===== src/rtl/iotrap_pkg.sv =====
package iotrap_pkg;

    // Access width code on io_size
    typedef enum logic [1:0] {
        SZ_BYTE  = 2'b00,
        SZ_HALF  = 2'b01,
        SZ_WORD  = 2'b10,
        SZ_WORDX = 2'b11
    } acc_size_e;

    // Trap sequencing states
    typedef enum logic {
        ST_IDLE = 1'b0,
        ST_TRAP = 1'b1
    } trap_state_e;

    // Layout of the capture record
    typedef struct packed {
        logic [1:0] zero_hi;
        logic       a_hi;
        logic       a_mid;
        logic [1:0] zero_lo;
        logic [1:0] lanes;
    } cap_rec_t;

endpackage


===== src/rtl/iotrap_encoder.sv =====
module iotrap_encoder
    import iotrap_pkg::*;
#(
    parameter int DATA_W = 32
) (
    input  logic              a_hi,
    input  logic              a_mid,
    input  logic [1:0]        a_low,
    input  logic [1:0]        size,
    output logic [7:0]        cap_byte,
    output logic [DATA_W-1:0] rd_mask
);
    localparam int BYTE_BITS = 8;
    localparam int HALF_BITS = 16;

    cap_rec_t  rec;
    acc_size_e sz;
    int        width_bits;

    assign sz = acc_size_e'(size);

    always_comb begin
        rec         = '0;
        rec.a_hi    = a_hi;
        rec.a_mid   = a_mid;
        width_bits  = DATA_W;
        unique case (sz)
            SZ_BYTE: begin
                rec.lanes  = a_low;
                width_bits = BYTE_BITS;
            end
            SZ_HALF: begin
                rec.lanes  = {a_low[1], 1'b1};
                width_bits = HALF_BITS;
            end
            SZ_WORD, SZ_WORDX: begin
                rec.lanes  = 2'b11;
                width_bits = DATA_W;
            end
        endcase
    end

    assign cap_byte = rec;

    for (genvar i = 0; i < DATA_W; i++) begin : g_mask
        assign rd_mask[i] = (i < width_bits);
    end

endmodule


===== src/rtl/iotrap_unlock.sv =====
module iotrap_unlock
    import iotrap_pkg::*;
#(
    parameter int       TRY_W      = 1,
    parameter bit [2:0] UNLOCK_OFS = 3'd1
) (
    input  logic       clk,
    input  logic       rst_n,
    input  logic       rd,
    input  logic [1:0] size,
    input  logic [2:0] ofs,
    output logic       unlock_req
);
    logic [TRY_W-1:0] tries;
    logic             qualify;
    logic [TRY_W-1:0] tries_nxt;

    assign qualify   = rd && (acc_size_e'(size) == SZ_HALF) && (ofs == UNLOCK_OFS);
    assign tries_nxt = tries + 1'b1;

    always_ff @(posedge clk) begin
        if (!rst_n) begin
            tries      <= '0;
            unlock_req <= 1'b0;
        end else begin
            unlock_req <= 1'b0;
            if (qualify) begin
                tries      <= tries_nxt;
                unlock_req <= (tries_nxt == '0);
            end
        end
    end

endmodule


===== src/rtl/iotrap_fsm.sv =====
module iotrap_fsm
    import iotrap_pkg::*;
(
    input  logic clk,
    input  logic rst_n,
    input  logic hit,
    output logic smi
);
    trap_state_e state, state_nxt;

    always_comb begin
        state_nxt = ST_IDLE;
        unique case (state)
            ST_IDLE: state_nxt = hit ? ST_TRAP : ST_IDLE;
            ST_TRAP: state_nxt = hit ? ST_TRAP : ST_IDLE;
        endcase
    end

    always_ff @(posedge clk) begin
        if (!rst_n) state <= ST_IDLE;
        else        state <= state_nxt;
    end

    always_comb smi = (state == ST_TRAP);

endmodule


===== src/rtl/iotrap_capture.sv =====
module iotrap_capture
    import iotrap_pkg::*;
#(
    parameter int       ADDR_W     = 10,
    parameter int       DATA_W     = 32,
    parameter int       TRY_W      = 1,
    parameter bit [2:0] UNLOCK_OFS = 3'd1
) (
    input  logic              clk,
    input  logic              rst_n,
    input  logic [ADDR_W-1:0] io_addr,
    input  logic [1:0]        io_size,
    input  logic              io_rd,
    input  logic              io_wr,
    input  logic [DATA_W-1:0] io_wdata,
    input  logic              trap_en,
    output logic [DATA_W-1:0] rd_data,
    output logic              smi_pulse,
    output logic [7:0]        cap_reg,
    output logic [7:0]        data_latch,
    output logic              unlock_req
);
    localparam int HI_BIT  = 9;
    localparam int MID_BIT = 2;

    logic              hit;
    logic              byte_wr;
    logic [7:0]        cap_byte;
    logic [DATA_W-1:0] rd_mask;
    logic              addr_unused;
    logic              wdata_unused;

    assign addr_unused  = ^io_addr;
    assign wdata_unused = ^io_wdata[DATA_W-1:8];

    assign hit     = trap_en && (io_rd || io_wr);
    assign byte_wr = io_wr && (acc_size_e'(io_size) == SZ_BYTE);

    iotrap_encoder #(.DATA_W(DATA_W)) u_enc (
        .a_hi     (io_addr[HI_BIT]),
        .a_mid    (io_addr[MID_BIT]),
        .a_low    (io_addr[1:0]),
        .size     (io_size),
        .cap_byte (cap_byte),
        .rd_mask  (rd_mask)
    );

    iotrap_unlock #(.TRY_W(TRY_W), .UNLOCK_OFS(UNLOCK_OFS)) u_unl (
        .clk        (clk),
        .rst_n      (rst_n),
        .rd         (io_rd),
        .size       (io_size),
        .ofs        (io_addr[2:0]),
        .unlock_req (unlock_req)
    );

    iotrap_fsm u_fsm (
        .clk   (clk),
        .rst_n (rst_n),
        .hit   (hit),
        .smi   (smi_pulse)
    );

    assign rd_data = io_rd ? rd_mask : '0;

    always_ff @(posedge clk) begin
        if (!rst_n) begin
            cap_reg    <= '0;
            data_latch <= '0;
        end else if (hit) begin
            cap_reg    <= cap_byte;
            data_latch <= byte_wr ? io_wdata[7:0] : 8'h00;
        end
    end

endmodule


===== config.mk =====
export PLATFORM = sky130hd
export DESIGN_NAME = iotrap_capture
export DESIGN_NICKNAME = d
export VERILOG_FILES = /design/src/rtl/iotrap_pkg.sv /design/src/rtl/iotrap_encoder.sv /design/src/rtl/iotrap_unlock.sv /design/src/rtl/iotrap_fsm.sv /design/src/rtl/iotrap_capture.sv
export SDC_FILE = /design/constraint.sdc
export NUM_CORES = 1
export LEC_CHECK = 0
export ABC_CLOCK_PERIOD_IN_PS = 2000
export BUFFER_PORTS_ARGS = -buffer_cell sky130_fd_sc_hd__buf_2
export CAP_MARGIN = 20
export CORE_MARGIN = 5
export CORE_UTILIZATION = 30
export DETAILED_ROUTE_END_ITERATION = 10
export PLACE_DENSITY = 0.73
export SETUP_SLACK_MARGIN = 0.02
export SYNTH_ARGS = -nofsm -noshare
export SYNTH_HDL_FRONTEND = slang
export SYNTH_SLANG_ARGS = --single-unit

===== constraint.sdc =====
create_clock -name clk -period 2 [get_ports clk]
set_input_delay 0.2 -clock clk [delete_from_list [all_inputs] [get_ports clk]]
set_output_delay 0.2 -clock clk [all_outputs]
set_load 0.01 [all_outputs]

==> out/metrics.yaml <==
status: "complete, no violations"
layout.nets: 177
crit_path_max_incr_delay_ns: 0.28
ys_types: 22
seq_area_frac_synth_pct: 35.29
crit_required_ns: 1.80
period_share_pct: 51.61
ys.flop_type: "dfxtp_1"
crit_top_cell: "buf_2"
yosys-top-cells-area: "dfxtp_1 35%, buf_4 29%, a22oi_1 6.2%"
grt-ovfl-total: 0
hold_end: "u_unl.unlock_req$_SDFF_PN0_"
die-height_um: 63.26
place_ws_ns: 0.6935
syn_inst: 93
synth_top_area_share_pct: 35.29
p_per_area_nw_per_um2: 631.4
drc: 0
cts.repair.resized: 0
syn_area_um2: 850.8
maxSlewHeadroom_pct: 62.56
whs_path_depth: 2
grt_pass1_vias: 625
postRouteAntennaNets: 0
antenna_cells: 0
areaGrowthSynthToFinish_pct: 13.97
grt_max_degree: 17
min_period_ns: 1.032
r2r_end: "data_latch[7]$_SDFFE_PN0P_"
async_flop_share_pct: 0
setup_ws_ns: 0.9678
drive_gt1_share_pct: 55.12
dieWidth_um: 63.26
crit_type: "input port to primary output"
numCtsBuffers: 3
r2r-start: "data_latch[7]$_SDFFE_PN0P_"
worst_ir_drop_vdd_mv: 0.2712
synth_edf_count: 0
port_buffers: 64
drt_iter0_drc: 12
cp_max_fo: 16
dp_hpwl_um: 1568
slowest_stage: "and2_2"
cts_setup_buffers: 0
startpoint_type: "input port"
tightest_slew_ns: 0.5615
hold_viol: 0
die_area_um2: 4001
worstSkewPairLatency_ns: 0.27
cts_hold_buf: 0
r2r.worst_path.cells: 2
clock_skew_ns: 0.0001349
dp.cells: 154
largest_reg_flops: 8
core_um2: 2734
cp_num_buf_inv: 2
synth.largest_area_cell: "dfxtp_1"
num_rows: 19
yosys_register_bits: 15
finalWirelength_um: 1928
yosysWarnings: 0
drt_first_pass_iters: 2
vias: 696
grt.total_usage_pct: 9.094
place.gp.congestion: 0.6567
hp-class: "input port to flip-flop"
syn_avg_cell_area_um2: 9.149
seqCellArea_um2: 300.3
initial_core_util_pct: 31.12
stdcell_count: 158
p_leak_nw: 0.5028
clkTransAtPathRegs_ns: 0.08
clockBufferDepth: 2
cp-end-kind: "primary output"
maxCapViolCount: 0
wl_per_cell_um: 12.20
io_pins: 99
crit_family: "buffers and inverters"
antenna_found_initial: 0
setup_viol_count_final: 0
filler_cell_count: 288
max_freq_mhz: 968.8
grt_pass1_wl_um: 2946
final_util_pct: 35.47
cts_htree_levels: 1
hold_path.startpoint: "io_addr[1]"
rrSetupSlack_ns: 1.34
avgViaCountPerCell: 4.405
arrival_ns: 0.83
drv_slew: 0
cts_sinks: 15
setup_tns_ns: 0
cts-root-buf: "clkbuf_4"
path_cells: "buf_2, and2_2, buf_2"
grt_setup_unrepaired: "false"
multi_input_area_um2: 284.0
tritoncts: "yes"
-- synth_stat cells (2+ instances only) --
library cell / n
o21a_1: 2
nor2b_1: 8
a22oi_1: 7
nor3b_1: 2
buf_6: 2
a21boi_0: 2
clkbuf_1: 2
nand2_1: 5
nor2_1: 2
buf_4: 33
nor4_1: 2
nor3_1: 2
dfxtp_1: 15
-- where the power goes --
| part | total [mW] | internal, mW | switching [mW] |
|---|---|---|---|
| clock network | 0.168 | 0.0772 | 0.0910 |
| logic | 0.132 | 0.0559 | 0.0761 |
| registers | 0.312 | 0.308 | 0.00419 |
| total | 0.612 | 0.441 | 0.171 |
-- cell families (layout without fill, tap and decap cells) --
| family | Yosys count | in the layout | synth area share [%] |
|---|---|---|---|
| flip-flops | 15 | 15 | 35.29 |
| multiplexers | 1 | 1 | 1.177 |
| other | 1 | 4 | 0.4408 |
| AND/OR/NAND/NOR | 26 | 26 | 18.24 |
| AO/OA/AOI/OAI | 13 | 13 | 12.20 |
| buffers and inverters | 37 | 68 | 32.65 |
-- layer usage --
metal,global-route usage (%),share of wire [%],vias up
met3,3.375,15,2
met4,5.455,1.3,0
met1,9.385,37,309
li1,-,-,341
met5,0,0,-
met2,15.51,47,44
-- worst max-delay path by stage --
stage | to | depth (start not counted) | from | slack, ns
2_1_floorplan | rd_data[17] | 2 | io_rd | 1.15
3_3_place_gp | cap_reg[1]$_SDFFE_PN0P_ | 4 | io_rd | 0.77
3_5_place_dp | cap_reg[0]$_SDFFE_PN0P_ | 4 | io_rd | 0.69
4_1_cts | rd_data[31] | 3 | io_rd | 0.94
5_1_grt | rd_data[19] | 3 | io_rd | 0.86
6_report | rd_data[20] | 3 | io_rd | 0.97
-- final cells by class --
type / instances / share of cell area (%)
Clock buffer: 4 / 2.710
Sequential cell: 15 / 30.97
Multi-Input combinational cell: 44 / 29.29
Tap cell: 31 / 4.000
Timing Repair Buffer: 64 / 33.03
-- stage by stage --
stage                     hold slack (ns)  instance area (um2)  power [mW]
after detailed placement           0.4021                943.4      0.4535
final                              0.1138                969.7      0.6122
after CTS                         0.09583                969.7      0.6255
after floorplan                    0.2768                862.1      0.4339
after global placement             0.3969                943.4      0.4508
after global routing               0.1016                969.7      0.6460
-- cell usage in the layout, fill, tap and decap left out --
cell,Yosys,routed
a21boi_0,2,2
a22oi_1,7,7
a22oi_2,1,1
and2_1,1,1
and2_2,1,1
and4bb_1,1,1
buf_2,0,64
clkbuf_1,2,1
clkbuf_4,0,3
conb_1,1,4
dfxtp_1,15,15
mux2i_1,1,1
nand2_1,5,5
nand2b_1,1,1
nand4b_1,1,1
nor2_1,2,2
nor2b_1,8,8
nor3_1,2,2
nor3b_1,2,2
nor4_1,2,2
o21a_1,2,2
o21ai_2,1,1
-- worst register-to-register path, cell delays in order, from the launching register on --
cell and delay, ns:
dfxtp_1 0.32, a22oi_1 0.17, nor2b_1 0.07
Note: power is estimated with default switching activity, not from simulation.
